--- src/rtl/pog_pkg.sv ---
`timescale 1ns/1ps
// Package: shared sizes and field positions of the shoot-through detector.
// Assumes one 16-bit control word; field positions are decoded by software.
package pog_pkg;
    localparam int NUM_PAIRS = 3;
    localparam int REG_W     = 16;
    localparam int BIT_IE    = 8;
    localparam int BIT_HZE   = 9;
    localparam int BIT_FLAG  = 15;
endpackage

--- src/rtl/pog_pair_detect.sv ---
`timescale 1ns/1ps
// Module: pog_pair_detect
// Compares each pin with its polarity and flags every enabled pair whose two
// pins are active together. Purely combinational; pins assumed synchronous.
module pog_pair_detect #(
    parameter int NUM_PAIRS = pog_pkg::NUM_PAIRS,
    localparam int PINS     = 2 * NUM_PAIRS
) (
    input  logic [PINS-1:0]      pin_lvl,
    input  logic [PINS-1:0]      pin_pol,
    input  logic [NUM_PAIRS-1:0] pair_en,
    output logic [NUM_PAIRS-1:0] pair_hit,
    output logic                 any_active
);
    logic [PINS-1:0] pin_act;

    // Per-pin activity: level matches its polarity bit.
    always_comb pin_act = ~(pin_lvl ^ pin_pol);

    // Any pin at its active level blocks a flag clear.
    always_comb any_active = |pin_act;

    genvar k;
    generate
        for (k = 0; k < NUM_PAIRS; k++) begin : g_pair
            // Overlap of one pair, gated by that pair's enable.
            always_comb pair_hit[k] = pair_en[k] & pin_act[2*k] & pin_act[2*k+1];
        end
    endgenerate
endmodule

--- src/rtl/pog_access_arm.sv ---
`timescale 1ns/1ps
// Module: pog_access_arm
// Remembers that a read has returned the flag as 1 since the last write.
// Any write drops the memory; a read with the flag at 0 leaves it alone.
module pog_access_arm (
    input  logic clk,
    input  logic rst_n,
    input  logic rd_stb,
    input  logic wr_stb,
    input  logic flag,
    output logic armed
);
    // Arm on a read that saw 1, disarm on every write.
    always_ff @(posedge clk) begin
        if (!rst_n)      armed <= 1'b0;
        else if (wr_stb) armed <= 1'b0;
        else if (rd_stb && flag) armed <= 1'b1;
    end

    p_write_disarms_r10: assert property (@(posedge clk) disable iff (!rst_n)
        wr_stb |=> !armed);
endmodule

--- src/rtl/pog_csr.sv ---
`timescale 1ns/1ps
// Module: pog_csr
// Holds the interrupt enable, write-once high-impedance enable and the sticky
// detection flag; builds the read word with reserved bits at 0.
// Assumes set has priority over a clear in the same cycle.
module pog_csr #(
    parameter int REG_W = pog_pkg::REG_W
) (
    input  logic             clk,
    input  logic             rst_n,
    input  logic             wr_stb,
    input  logic [REG_W-1:0] wdata,
    input  logic             armed,
    input  logic             det_set,
    input  logic             any_active,
    output logic             flag,
    output logic             ie,
    output logic             hze,
    output logic [REG_W-1:0] rdata
);
    import pog_pkg::*;
    logic hze_locked;
    logic clr_ok;

    // Clear qualifies: armed write of 0 while every pin is inactive.
    always_comb clr_ok = wr_stb && armed && !wdata[BIT_FLAG] && !any_active;

    // Sticky flag: clear first, then set so a new overlap wins.
    always_ff @(posedge clk) begin
        if (!rst_n) flag <= 1'b0;
        else begin
            if (clr_ok)  flag <= 1'b0;
            if (det_set) flag <= 1'b1;
        end
    end

    // Interrupt enable follows every write.
    always_ff @(posedge clk) begin
        if (!rst_n)      ie <= 1'b0;
        else if (wr_stb) ie <= wdata[BIT_IE];
    end

    // High-impedance enable loads on the first write only, then locks.
    always_ff @(posedge clk) begin
        if (!rst_n) begin
            hze        <= 1'b0;
            hze_locked <= 1'b0;
        end else if (wr_stb && !hze_locked) begin
            hze        <= wdata[BIT_HZE];
            hze_locked <= 1'b1;
        end
    end

    // Read word: only the three defined fields are ever non-zero.
    always_comb begin
        rdata           = '0;
        rdata[BIT_IE]   = ie;
        rdata[BIT_HZE]  = hze;
        rdata[BIT_FLAG] = flag;
    end

    p_flag_sets_r2: assert property (@(posedge clk) disable iff (!rst_n)
        det_set |=> flag);
    p_no_clear_unarmed_r8: assert property (@(posedge clk) disable iff (!rst_n)
        (flag && !armed) |=> flag);
    p_clear_needs_idle_r9: assert property (@(posedge clk) disable iff (!rst_n)
        (flag && any_active) |=> flag);
    p_hze_locked_r7: assert property (@(posedge clk) disable iff (!rst_n)
        hze_locked |=> $stable(hze));
endmodule

--- src/rtl/pwm_overlap_guard.sv ---
`timescale 1ns/1ps
// Module: pwm_overlap_guard
// Top of the complementary PWM shoot-through detector: pair detection,
// read arming and the control/status word, plus the two request outputs.
// Assumes pin inputs are synchronous to clk.
module pwm_overlap_guard #(
    parameter int NUM_PAIRS = pog_pkg::NUM_PAIRS,
    parameter int REG_W     = pog_pkg::REG_W,
    localparam int PINS     = 2 * NUM_PAIRS
) (
    input  logic                 clk,
    input  logic                 rst_n,
    input  logic                 acc_en,
    input  logic                 acc_wr,
    input  logic [REG_W-1:0]     acc_wdata,
    output logic [REG_W-1:0]     acc_rdata,
    input  logic [PINS-1:0]      pin_lvl,
    input  logic [PINS-1:0]      pin_pol,
    input  logic [NUM_PAIRS-1:0] pair_en,
    output logic                 irq_req,
    output logic                 out_hiz
);
    import pog_pkg::*;
    logic [NUM_PAIRS-1:0] pair_hit;
    logic any_active, det_set, rd_stb, wr_stb, armed, flag, ie, hze;

    // Decode the access strobe into read and write.
    always_comb begin
        rd_stb = acc_en && !acc_wr;
        wr_stb = acc_en && acc_wr;
    end

    // Any enabled pair overlapping sets the flag.
    always_comb det_set = |pair_hit;

    pog_pair_detect #(.NUM_PAIRS(NUM_PAIRS)) u_detect (
        .pin_lvl(pin_lvl), .pin_pol(pin_pol), .pair_en(pair_en),
        .pair_hit(pair_hit), .any_active(any_active));

    pog_access_arm u_arm (
        .clk(clk), .rst_n(rst_n), .rd_stb(rd_stb), .wr_stb(wr_stb),
        .flag(flag), .armed(armed));

    pog_csr #(.REG_W(REG_W)) u_csr (
        .clk(clk), .rst_n(rst_n), .wr_stb(wr_stb), .wdata(acc_wdata),
        .armed(armed), .det_set(det_set), .any_active(any_active),
        .flag(flag), .ie(ie), .hze(hze), .rdata(acc_rdata));

    // Request outputs gated by their enables.
    always_comb begin
        irq_req = flag & ie;
        out_hiz = flag & hze;
    end

    p_irq_matches_word_r5: assert property (@(posedge clk) disable iff (!rst_n)
        irq_req == (acc_rdata[BIT_FLAG] & acc_rdata[BIT_IE]));
    p_hiz_matches_word_r6: assert property (@(posedge clk) disable iff (!rst_n)
        out_hiz == (acc_rdata[BIT_FLAG] & acc_rdata[BIT_HZE]));
endmodule

--- config.mk ---
export PLATFORM = sky130hd
export DESIGN_NAME = pwm_overlap_guard
export DESIGN_NICKNAME = d
export VERILOG_FILES = /design/src/rtl/pog_pkg.sv /design/src/rtl/pog_pair_detect.sv /design/src/rtl/pog_access_arm.sv /design/src/rtl/pog_csr.sv /design/src/rtl/pwm_overlap_guard.sv
export SDC_FILE = /design/constraint.sdc
export NUM_CORES = 1
export LEC_CHECK = 0
export BUFFER_PORTS_ARGS = -buffer_cell sky130_fd_sc_hd__buf_2
export CORE_MARGIN = 4
export CORE_UTILIZATION = 32
export CTS_BUF_LIST = sky130_fd_sc_hd__clkbuf_8
export DETAILED_ROUTE_END_ITERATION = 8
export PLACE_DENSITY = 0.81
export SYNTH_ARGS = -nofsm -noshare
export SYNTH_HDL_FRONTEND = slang
export SYNTH_SLANG_ARGS = --single-unit
--- constraint.sdc ---
create_clock -name clk -period 1.12 [get_ports clk]
set_input_delay 0.168 -clock clk [delete_from_list [all_inputs] [get_ports clk]]
set_output_delay 0.168 -clock clk [all_outputs]
set_load 0.05 [all_outputs]
# Word-level counts from Yosys, hierarchy flattened
# Index checks and enable logic that the tools add are counted.
# op_classes
n_mux	2
bitwise	11
reduce_logical	15
# op_table
cell	n
1-bit bitwise AND	8
1-bit logical AND	7
6-bit NOT	1
6-bit OR reduction	1
6-bit bitwise XOR	1
1-bit zero test	4
3-bit OR reduction	1
1-bit two-way mux	2
2-bit nonzero test	1
2-bit OR reduction	1
1-bit NOT	1
# word_totals
reg_bits	5
input_bits	35
output_inout_bits	18

# Depth between registers and ports, before layout
# Gate-level depths: netlist of the first run.
# logic_depth
ltp_word	7
ltp_mapped	4
depth_no_buf	4

# By module
# Synthesis of the first run repeated with hierarchy kept, for this count alone.
# hier_totals
hier_cells	51
hier_area_um2	429.2
# by_module_without_submodules
mod	instances	cells_per_inst	area_per_inst_um2	seq_area_each_um2
pog_csr	1	31	274.0	80.1
pog_pair_detect	1	12	86.3	0.0
pog_access_arm	1	3	37.5	20.0
pwm_overlap_guard	1	5	31.3	0.0

# Worst setup path before layout of the first run
# Ideal clock, no wire load.
# synth_timing
path_type	register -> output
start	reg u_csr.flag
end	out irq_req
arrival_ns	0.779
setup_slack_ns	0.173
path_stages_with_launch	2
path_buffers	0
path_cell_list	dfxtp_1 -> and2_1
# synth_via
elab_chain_cells	1
# synth_rtl
item	line_no	rtl
start, declared	pog_csr.sv:16	output logic flag,
start signal, assigned	pog_csr.sv:30	if (!rst_n) flag <= 1'b0;
start signal, assigned	pog_csr.sv:32	if (clr_ok) flag <= 1'b0;
start signal, assigned	pog_csr.sv:33	if (det_set) flag <= 1'b1;
1-bit bitwise AND	pwm_overlap_guard.sv:51	irq_req = flag & ie;
end, declared	pwm_overlap_guard.sv:20	output logic irq_req,
# Every way passes these cells.

# Final worst setup path of the first run
# Ends and elaborated chain as after synthesis.

==> results, run 1 <==
- The flow ran to the end, and the final reports show no timing, DRC or antenna violations.
- The count of state elements after synthesis is 5.
- Of all cell types, the one taking the most synthesized area is sky130_fd_sc_hd__buf_4.
- The final-layout setup total negative slack is 0 ns.
- Once detail routing completed, the nets flagged for antenna violations numbered 0.
- The maximum number of pins on one net before global-route repair is 6.
- The worst-case IR drop observed on VDD is 0.563 mV.
- Dividing the synthesized area by the synthesized cell count gives 8.01 um2.
- The number of buffers and inverters on the critical path is 1.
- The weighted congestion reported at the end of routability-driven placement is 0.759.
- The synthesized netlist occupies a cell area of 417 um2.
- The final-report setup violation count is 0.
- Following the worst setup path forward leads to its endpoint at irq_req.
- Buffers inserted during clock tree synthesis total 3.
- After clock tree synthesis, the clock-pin slew on the worst setup and hold paths is 0.04 ns.
- Relative to the synthesized area, the layout overhead comes to 29.7%.
- The number of synthesized flops with an enable pin is 0.
- Along the worst hold path, the cell count comes to 3.
- CTS saw 5 sinks.
- Of all nets on the critical path, the largest fanout is 5.
- Sorting the synthesized cells by how often they occur yields sky130_fd_sc_hd__buf_4, sky130_fd_sc_hd__xnor2_1, sky130_fd_sc_hd__dfxtp_1, sky130_fd_sc_hd__nand3_1.
- Setup repair after global routing left no endpoint under its margin.
- STA classifies the critical path startpoint as a register.
- The total half-perimeter wirelength after legalization and detailed placement is 854 um.
- sky130_fd_sc_hd__buf_4 is the most common cell in the netlist.
- The sequential area share after synthesis is 24.0%.
- The number of hold buffers added after CTS was 0.
- Max-cap violations in this run came to 0.
- The final critical path takes up 94.1% of the cycle.
- The area of the core is 1170 um2.
- By area, the combinational part of the netlist is dominated by buffers and inverters.
- The initial core utilization is 35.6%.
- The number of antenna violations at the first check in global routing is 0.
- The die covers 1940 um2.
- The cell count after synthesis is 52.
- The endpoint class of the critical path is an output port.
- In the final routed layout, each cell accounts on average for 10.2 um.
- STA puts the critical path data required time at 0.95 ns.
- The yosys synthesis warning count is 0.
- After the last flow step, the layout net total stands at 114.
- The cell count of the worst reg-to-reg path is 3.
- The cell class contributing the biggest share of worst-path delay is flip-flops.
- For this run, the detailed router's first-pass iteration total came to 5.
- The beginning of the worst register-to-register path is u_arm.armed.
- The number of rows in the core area is 12.
- Traced cell by cell, the critical path runs through and2_1, buf_4.
- The clock tree from TritonCTS is yes.
- The worst register-to-register path has a setup slack of 0.22 ns.
- The smallest clock period supported by the final layout is computed as 1.05 ns.
- The combined global-route utilization of all metal layers is 9.28%.
- The logic depth of the worst setup path including buffers is 2.
- For this block, the initial DRC count from the detailed router was 4.
- The area fraction in compound gates after synthesis is 8.71%.
- 53 I/O pins were placed.
- Sorting the synthesized cells by area gives the leading types as sky130_fd_sc_hd__buf_4, sky130_fd_sc_hd__dfxtp_1, sky130_fd_sc_hd__xnor2_1, sky130_fd_sc_hd__nand3_1, sky130_fd_sc_hd__a21boi_0.
- For this run, design rule violations remaining after detail routing come to 0.
- The portion of netlist area occupied by mux cells is 0%.
- During placement, the flow inserted port buffers numbering 26.
- The startpoint-to-endpoint class of the critical path is register to output port.
- The highest cell delay on the worst timing path is 0.36 ns.
- The final number of max-transition violations is 0.
- The class of the tightest hold or removal check is input pin to register.
- Between clock sinks in the finished design, the worst skew comes to 0.000921 ns.
- The share of synthesized flip-flops with an asynchronous set or reset is 0%.
- The die is 44.1 um tall.
- The leakage dissipation is 0.276 nW.
- The xor-xnor portion of the synthesized cell area is 12.6%.
- The startpoint of the worst setup timing path is u_csr.flag.
- The area share of the largest cell type after synthesis is 28.8%.
- The width of the chip is 44.1 um.
- The overall via count from detail_route is 383.
- For the worst-skew pair, the clock arrives at the later sink with an insertion delay of 0.22 ns.
- The number of endpoints with negative hold slack in the final report is 0.
- The fraction of layout cells with a size suffix above 1 is 42.3%.
- Based on the critical path, the design can be clocked at up to 949 MHz.
- For this run, the leading register cell type out of synthesis is sky130_fd_sc_hd__dfxtp_1.
- For the worst setup path, the data arrival time is 0.89 ns.
- The endpoint of the worst register-to-register path is u_csr.flag.
- The via count of the first global-routing pass is 337.
- The routed via count divided by cell count is 4.16.
- For this design, the slowest cell found on the critical path is sky130_fd_sc_hd__dfxtp_2.
- CTS built an H-tree with a depth of 1.
- In this run the deepest clock path goes through 2 buffers.
- Final hold analysis gives a worst-case slack of 0.209 ns.
- The count of different cell masters after synthesis is 17.
- The number of post-CTS setup repair buffers is 0.
- The repair_antennas step left the layout with diodes totalling 0.
- After global routing the overflow that remains totals 0.
- Power spread over the standard cell area amounts to 1420 nW/um2.
- Summed over all layers, the routed wires come to 938 um.
- The root buffer selected by CTS is sky130_fd_sc_hd__clkbuf_8.
- Of the total synthesized cell area, the portion taken by full adders, half adders and majority gates is 0%.
- The area fraction in and, or, nand and nor cells after synthesis is 24.9%.
- The global-route wire length before repair is 1330 um.
[cell type report]
class | instances | area [um2]
clock buffers | 3 | 41.3
multi-input cells | 43 | 241
clock inverters | 1 | 3.75
fillers | 142 | 631
flip-flops and latches | 5 | 101
repair buffers | 26 | 135
well taps | 14 | 17.5
[worst register-to-register path, cell delays in order (launching register included)]
cell and delay (ns):
sky130_fd_sc_hd__dfxtp_1 0.31, sky130_fd_sc_hd__nor4b_2 0.20, sky130_fd_sc_hd__nand3_1 0.10, sky130_fd_sc_hd__and3_1 0.18
[cells by family after synthesis]
kind of cell              after synthesis
DFF                                     5
xor gates and xnor gates                6
and+or+nand+nor                        18
buffers and inverters                  16
AOI/OAI and AO/OA                       6
other                                   1
[power by group]
group	total, mW	internal [mW]	leakage, nW	switching [mW]
Sequential	0.203	0.193	0.0414	0.0104
Clock	0.316	0.234	0.0269	0.0815
Combinational	0.247	0.0671	0.208	0.180
Total	0.766	0.494	0.276	0.272
[through the flow]
stage	std cells	worst slack [ns]	cell area (um2)	utilization, %	power, mW
after floorplan	64	0.173	462	-	0.433
after global placement	88	0.110	489	41.8	0.444
after detailed placement	88	0.0664	489	41.8	0.451
after CTS	92	0.00517	539	46.0	0.778
after global routing	92	0.0334	541	46.2	0.806
final	92	0.0665	541	46.2	0.766
[timing repair]
item | 4_1_cts | 5_1_grt
setup endpoints to repair | 2 | 2
endpoints found under the hold margin | 0 | 0
gates resized for setup | 2 | 1
pin swaps | 0 | 0
[worst min-delay path by stage]
stage,start,endpoint,slack [ns]
after CTS,rst_n,u_arm.armed,0.20
after global routing,acc_wdata[9],u_csr.hze,0.22
after detailed placement,acc_wdata[9],u_csr.hze,0.43
after global placement,acc_wdata[9],u_csr.hze,0.42
final,acc_wdata[9],u_csr.hze,0.21
after floorplan,rst_n,u_arm.armed,0.28
[layer usage]
layer	track usage, %	share of wire, %
met4	5.42	0
met1	9.13	32
met5	0	0
met3	2.85	13
met2	16.9	55
[placed cells by master (no fill, tap or decap)]
master                      n
sky130_fd_sc_hd__buf_2     24
sky130_fd_sc_hd__conb_1    13
sky130_fd_sc_hd__xnor2_1    6
sky130_fd_sc_hd__nand3_1    5
sky130_fd_sc_hd__dfxtp_1    4
sky130_fd_sc_hd__nor2_1     3
sky130_fd_sc_hd__nand2_1    3
sky130_fd_sc_hd__clkbuf_8   3
sky130_fd_sc_hd__and2_1     2
sky130_fd_sc_hd__a21oi_1    2
sky130_fd_sc_hd__a21boi_0   2
sky130_fd_sc_hd__buf_4      2
sky130_fd_sc_hd__nor2b_1    1
sky130_fd_sc_hd__nand2_2    1
sky130_fd_sc_hd__o21ai_0    1
sky130_fd_sc_hd__a31oi_1    1
sky130_fd_sc_hd__nor3_2     1
sky130_fd_sc_hd__nor4b_2    1
sky130_fd_sc_hd__and3_1     1
sky130_fd_sc_hd__inv_1      1
sky130_fd_sc_hd__dfxtp_2    1
[registers in the layout, indices dropped and copies added (netlist names)]
| signal | cells |
|---|---|
| u_arm.armed | 1 |
| u_csr.ie | 1 |
| u_csr.hze | 1 |
| u_csr.hze_locked | 1 |
| u_csr.flag | 1 |
No activity file was read; power rests on OpenSTA's default activity.
==> inputs of run 2 (changes only) <==
- clock period: 1.12 -> 1.2 ns (I/O delays scaled with it)
==> results, run 2 (same netlist as run 1, synthesis figures left out) <==
- For this run, the top clock speed supported by timing is 868 MHz.
- The routed via count divided by cell count came to 4.16 (unchanged).
- The number of CTS-inserted buffers is 3 (unchanged).
- The area of the core came to 1170 um2 (unchanged).
- The worst path arrival time was 0.97 ns (+0.08 ns).
- STA classifies the critical path endpoint as an output port.
- The area enclosed by the die boundary is 1940 um2 (unchanged).
- The top-level port count is 53 (unchanged).
- The number of clock sinks seen by CTS is 5 (unchanged).
- The number of nets in the final layout is 114 (unchanged).
- The power density normalized to cell area came to 1320 nW/um2 (-6.6%).
- The largest clock skew in the final design came to 0.000921 ns (unchanged).
- The final-report setup violation count was 0 (unchanged).
- The area of combinational cells with multiple inputs is 241 um2 (unchanged).
- The post-detailed-route DRC marker count came to 0 (unchanged).
- The path class of the tightest hold or removal check is input pin to register.
- The number of rows in the core area came to 12 (unchanged).
- The run finished with clean final reports.
- The share of the core filled with cells in the final layout came to 46.0% (-0.11 points).
- The number of endpoints with negative hold slack in the final report is 0 (unchanged).
- The most common cell after layout, fill and taps aside is sky130_fd_sc_hd__buf_2.
- The area growth from synthesis to layout is 29.4%.
- The count of antenna-violating nets left after detailed routing came to 0 (unchanged).
- The final-layout worst hold slack is 0.221 ns (+0.0120 ns).
- The setup path with the least slack is of type register to output port.
- The number of buffer cells added on primary ports is 26 (unchanged).
- The critical path startpoint category is a register.
- The H-tree depth is 1 (unchanged).
- The via count of the first global-routing pass was 337 (unchanged).
- The global-route wire length before repair came to 1330 um (unchanged).
- The total of hold buffers inserted after clock tree synthesis is 0 (unchanged).
- The combined global-route utilization of all metal layers is 9.28% (unchanged).
- The global-route congestion overflow total was 0 (unchanged).
- The number of max-cap violations is 0 (unchanged).
- The number of post-CTS setup repair buffers is 0 (unchanged).
- The die outline height came to 44.1 um (unchanged).
- The final-layout setup total negative slack is 0 ns (unchanged).
- The worst-case clock buffer depth is 2 (unchanged).
- The number of antenna violations at the first check in global routing is 0 (unchanged).
- The number of detailed-routing iterations run before antenna repair is 5 (unchanged).
- Leaving out fill and tap cells, the most frequent cells in the layout are sky130_fd_sc_hd__buf_2, sky130_fd_sc_hd__conb_1, sky130_fd_sc_hd__xnor2_1, sky130_fd_sc_hd__nand3_1, sky130_fd_sc_hd__dfxtp_1.
- The root buffer selected by CTS is sky130_fd_sc_hd__clkbuf_8.
- The overall via count from detail_route is 383 (unchanged).
- The weighted congestion reported at the end of routability-driven placement was 0.759 (unchanged).
- Dividing the final minimum period by the clock period gives 96.0%.
- The clock latency reported for the late side of the worst-skew pair was 0.22 ns (about the same).
- The leakage dissipation is 0.275 nW (-0.51%).
- The clock tree from TritonCTS is yes.
- The count of fill cells added during filler insertion came to 142 (unchanged).
- The required time reported for the critical path endpoint is 1.02 ns (+0.07 ns).
- The wire length per cell after detailed routing was 10.2 um (-0.11%).
- The number of DRC violations after detailed-routing iteration 0 is 4 (unchanged).
- The largest fanout on the critical path is 5 (unchanged).
- The final number of max-transition violations came to 0 (unchanged).
- The time the final worst path needs with I/O delays and setup is 1.15 ns.
- The initial core utilization came to 35.6% (unchanged).
- Setup repair after global routing left no endpoint under its margin.
- The maximum number of pins on one net before global-route repair is 6 (unchanged).
- The antenna cell count is 0 (unchanged).
- The maximum VDD drop came to 0.526 mV (-6.7%).
- The total half-perimeter wirelength after legalization and detailed placement came to 854 um (unchanged).
- The fraction of layout cells with a size suffix above 1 is 41.0% (-1.3 points).
- The clock slew at the register clock pins of the worst setup and hold paths is 0.04 ns (about the same).
- The total area of sequential cells came to 100 um2 (-1.2%).
- The total wire length is 937 um (-0.11%).
- The width of the chip is 44.1 um (unchanged).
## run 2: cell types whose count changed in the layout (fill, tap and decap cells not counted), sizes merged
| cell | before | now |
|---|---|---|
| buf | 26 | 24 |
| clkbuf | 3 | 5 |
## run 2: layout make-up
cell class / count / share of cell area [%]
Multi-Input combinational cell: 43 / 44.8
Clock inverter: 1 / 0.696
Clock buffer: 3 / 7.66
Tap cell: 14 / 3.25
Timing Repair Buffer: 26 / 25.1
Sequential cell: 5 / 18.6
## run 2: worst paths after layout
path / from / end / slack [ns] / cells past startpoint
worst max-delay path: u_csr.flag / irq_req / 0.05 / 2
worst min-delay path: acc_wdata[9] / u_csr.hze / 0.22 / 3
worst max register to register: u_arm.armed / u_csr.flag / 0.30 / 3
worst min register to register: u_csr.ie / u_csr.ie / 0.46 / 2
## run 2: what timing repair did
action,4_1_cts,5_1_grt
endpoints found under the hold margin,0,0
gates resized for setup,0,2
endpoints found under the setup margin,0,2
## run 2: power breakdown
part           switching (mW)  leakage [nW]  internal, mW
Clock                  0.0761        0.0269         0.219
Combinational           0.168         0.207        0.0624
Sequential            0.00969        0.0411         0.179
## run 2: worst max-delay path, cell delays in order (launching register included)
cell and delay (ns):
sky130_fd_sc_hd__dfxtp_1 0.39, sky130_fd_sc_hd__and2_1 0.15, sky130_fd_sc_hd__clkbuf_4 0.22
## run 2: per-layer routing
metal | vias to the layer above | track usage (%) | part of all wire [%] | routed length, um
li1 | 195 | - | - | -
met1 | 166 | 9.13 | 32 | 303
met2 | 22 | 16.9 | 55 | 513
met3 | 0 | 2.85 | 13 | 120
met4 | 0 | 5.42 | 0 | 0
met5 | - | 0 | 0 | 0
## run 2: metrics by stage
step | power [mW] | cells | area (um2) | worst slack [ns]
4_1_cts | 0.725 | 92 | 534 | 0.0154
6_report | 0.714 | 92 | 539 | 0.0476
3_5_place_dp | 0.421 | 88 | 489 | 0.134
2_1_floorplan | 0.404 | 64 | 462 | 0.241
3_3_place_gp | 0.415 | 88 | 489 | 0.178
5_1_grt | 0.751 | 92 | 539 | 0.00405
==> inputs of run 3 (changes only) <==
==> constraint.sdc (replaced) <==
create_clock -name clk -period 1.2 [get_ports clk]
set_input_delay 0.18 -clock clk [delete_from_list [all_inputs] [get_ports clk]]
set_output_delay 0.18 -clock clk [all_outputs]
set_load 0.01 [all_outputs]
==> results, run 3 (same netlist as run 1, synthesis figures left out) <==
- The run finished with clean final reports.
- The number of instances resized during post-cts repair was 0 (unchanged).
- The most common cell after layout, fill and taps aside is sky130_fd_sc_hd__buf_2.
- The final cell count without fillers is 92 (unchanged).
- The final-report setup violation count is 0 (unchanged).
- The maximum number of pins on one net before global-route repair is 6 (unchanged).
- The post-detailed-route DRC marker count is 0 (unchanged).
- The H-tree depth is 1 (unchanged).
- The part of the total power dissipated in combinational logic is 21.5% (-11 points).
- The number of rows in the core area is 12 (unchanged).
- The combined global-route utilization of all metal layers is 9.28% (unchanged).
- In the layout the commonest cells are sky130_fd_sc_hd__buf_2, sky130_fd_sc_hd__conb_1, sky130_fd_sc_hd__xnor2_1, sky130_fd_sc_hd__nand3_1, sky130_fd_sc_hd__dfxtp_1.
- The total half-perimeter wirelength after legalization and detailed placement is 854 um (unchanged).
- The switching share of total power is 25.5% (-10 points).
- The clock share of power is 47.8% (+6.5 points).
- The number of CTS-inserted buffers is 3 (unchanged).
- The number of DRC violations after detailed-routing iteration 0 was 4 (unchanged).
- The ratio of final minimum period to clock period is 87.4% (-8.7 points).
- The time the final worst path needs with I/O delays and setup was 1.05 ns (-0.104 ns).
- The number of placed cells counting well taps is 88 (unchanged).
- The switching component of the power is 157 uW (-38%).
- The clock latency reported for the late side of the worst-skew pair is 0.22 ns (about the same).
- The via count of the first global-routing pass was 337 (unchanged).
- The clock slew at the register clock pins of the worst setup and hold paths is 0.04 ns (about the same).
- The leakage dissipation is 0.276 nW (+0.48%).
- The number of clock sinks seen by CTS is 5 (unchanged).
- The register share of total power came to 30.6% (+4.2 points).
- Setup repair after global routing left no endpoint under its margin.
- The area of the core is 1170 um2 (unchanged).
- The final number of max-transition violations was 0 (unchanged).
- The area growth from synthesis to layout is 28.2%.
- The number of detailed-routing iterations run before antenna repair came to 5 (unchanged).
- The width of the chip was 44.1 um (unchanged).
- The weighted congestion reported at the end of routability-driven placement is 0.759 (unchanged).
- The critical path goes through and2_1, buf_2.
- The largest individual stage delay along the critical path comes from the cell sky130_fd_sc_hd__dfxtp_1.
- The critical path startpoint category is a register.
- The share of the core filled with cells in the final layout is 45.6% (-0.43 points).
- The clock tree from TritonCTS is yes.
- The highest cell delay on the worst timing path is 0.39 ns (about the same).
- The setup slack of the worst register-to-register path is 0.30 ns (about the same).
- The largest fanout on the critical path is 5 (unchanged).
- The min-delay analysis places its worst path in the category input pin to register.
- The number of nets in the final layout was 114 (unchanged).
- The endpoint class of the critical path is an output port.
- The required time reported for the critical path endpoint was 1.02 ns (about the same).
- The maximum VDD drop came to 0.485 mV (-7.7%).
- The count of antenna-violating nets left after detailed routing is 0 (unchanged).
- The total of hold buffers inserted after clock tree synthesis is 0 (unchanged).
- The initial core utilization is 35.6% (unchanged).
- The top-level port count came to 53 (unchanged).
- The final-layout setup total negative slack is 0 ns (unchanged).
- The wire length per cell after detailed routing is 10.2 um (-0.11%).
- The fraction of layout cells with a size suffix above 1 was 41.0% (unchanged).
- The number of post-CTS setup repair buffers is 0 (unchanged).
- The beginning of the worst register-to-register path is u_arm.armed.
- The critical path starts at u_csr.flag.
- The timing endpoint of the critical path is out_hiz.
- The power density normalized to cell area is 1150 nW/um2 (-13%).
- The antenna cell count is 0 (unchanged).
- The number of endpoints with negative hold slack in the final report was 0 (unchanged).
- The endpoint identified for the worst register-to-register timing path is u_csr.flag.
- The total internal power is 459 uW (-0.18%).
- The root buffer cell chosen for the clock tree is sky130_fd_sc_hd__clkbuf_8.
- The startpoint-to-endpoint class of the critical path is register to output port.
- The routed via count divided by cell count came to 4.16 (unchanged).
- The largest clock skew in the final design is 0.000921 ns (unchanged).
- The global-route congestion overflow total came to 0 (unchanged).
- The number of max-cap violations came to 0 (unchanged).
- The number of buffer cells added on primary ports came to 26 (unchanged).
- The number of antenna violations at the first check in global routing is 0 (unchanged).
- The cell count of the worst reg-to-reg path was 3 (unchanged).
- The overall via count from detail_route came to 383 (unchanged).
- The area enclosed by the die boundary was 1940 um2 (unchanged).
- The total wire length is 936 um (-0.11%).
- The worst-case clock buffer depth is 2 (unchanged).
- The count of fill cells added during filler insertion was 141 (-0.70%).
- The worst path arrival time is 0.87 ns (-0.10 ns).
- The highest achievable clock rate is 954 MHz (+9.9%).
- The global-route wire length before repair was 1330 um (unchanged).
- The die outline height is 44.1 um (unchanged).
-- run 3: cell types whose count changed in the layout (fill, tap and decap cells not counted) --
cell	change
sky130_fd_sc_hd__buf_2	+2
sky130_fd_sc_hd__clkbuf_4	-2
-- run 3: critical path, delay by kind of cell, from the launching register on --
kind / cells / cell delay (ns)
buffers and inverters: 1 / 0.12
AND/OR/NAND/NOR: 1 / 0.14
flip-flops: 1 / 0.39
-- run 3: routing by layer --
layer  GRT usage, %  routed length, um
met5              0                  0
met3           2.85                121
met2           16.9                511
met1           9.13                303
met4           5.42                  0
-- run 3: layout make-up --
cell class / instances / area, um2 / share of cell area [%]
clock inverter: 1 / 3.75 / 0.703
tap: 14 / 17.5 / 3.28
multi-input combinational: 43 / 241 / 45.2
sequential: 5 / 100 / 18.7
timing repair buffer: 26 / 130 / 24.4
clock buffer: 3 / 41.3 / 7.73
-- run 3: worst min-delay path by stage --
stage                     depth (start not counted)         start          end
final                                             3  acc_wdata[9]    u_csr.hze
after CTS                                         3         rst_n  u_arm.armed
after floorplan                                   2         rst_n  u_arm.armed
after global placement                            3  acc_wdata[9]    u_csr.hze
after global routing                              3  acc_wdata[9]    u_csr.hze
after detailed placement                          3  acc_wdata[9]    u_csr.hze
-- run 3: power by group through the flow --
stage	Sequential [mW]	Combinational, mW	Clock [mW]
floorplan	0.188	0.117	0
global placement	0.190	0.128	0
detailed placement	0.191	0.133	0
CTS	0.189	0.133	0.307
global route	0.190	0.148	0.316
finish	0.189	0.133	0.295
-- run 3: through the flow --
step | setup WS (ns) | hold slack (ns) | power (mW) | instance area, um2
global placement | 0.178 | 0.434 | 0.318 | 489
CTS | 0.148 | 0.216 | 0.628 | 534
detailed placement | 0.134 | 0.447 | 0.324 | 489
floorplan | 0.329 | 0.294 | 0.305 | 462
global route | 0.108 | 0.234 | 0.654 | 534
finish | 0.152 | 0.221 | 0.616 | 534
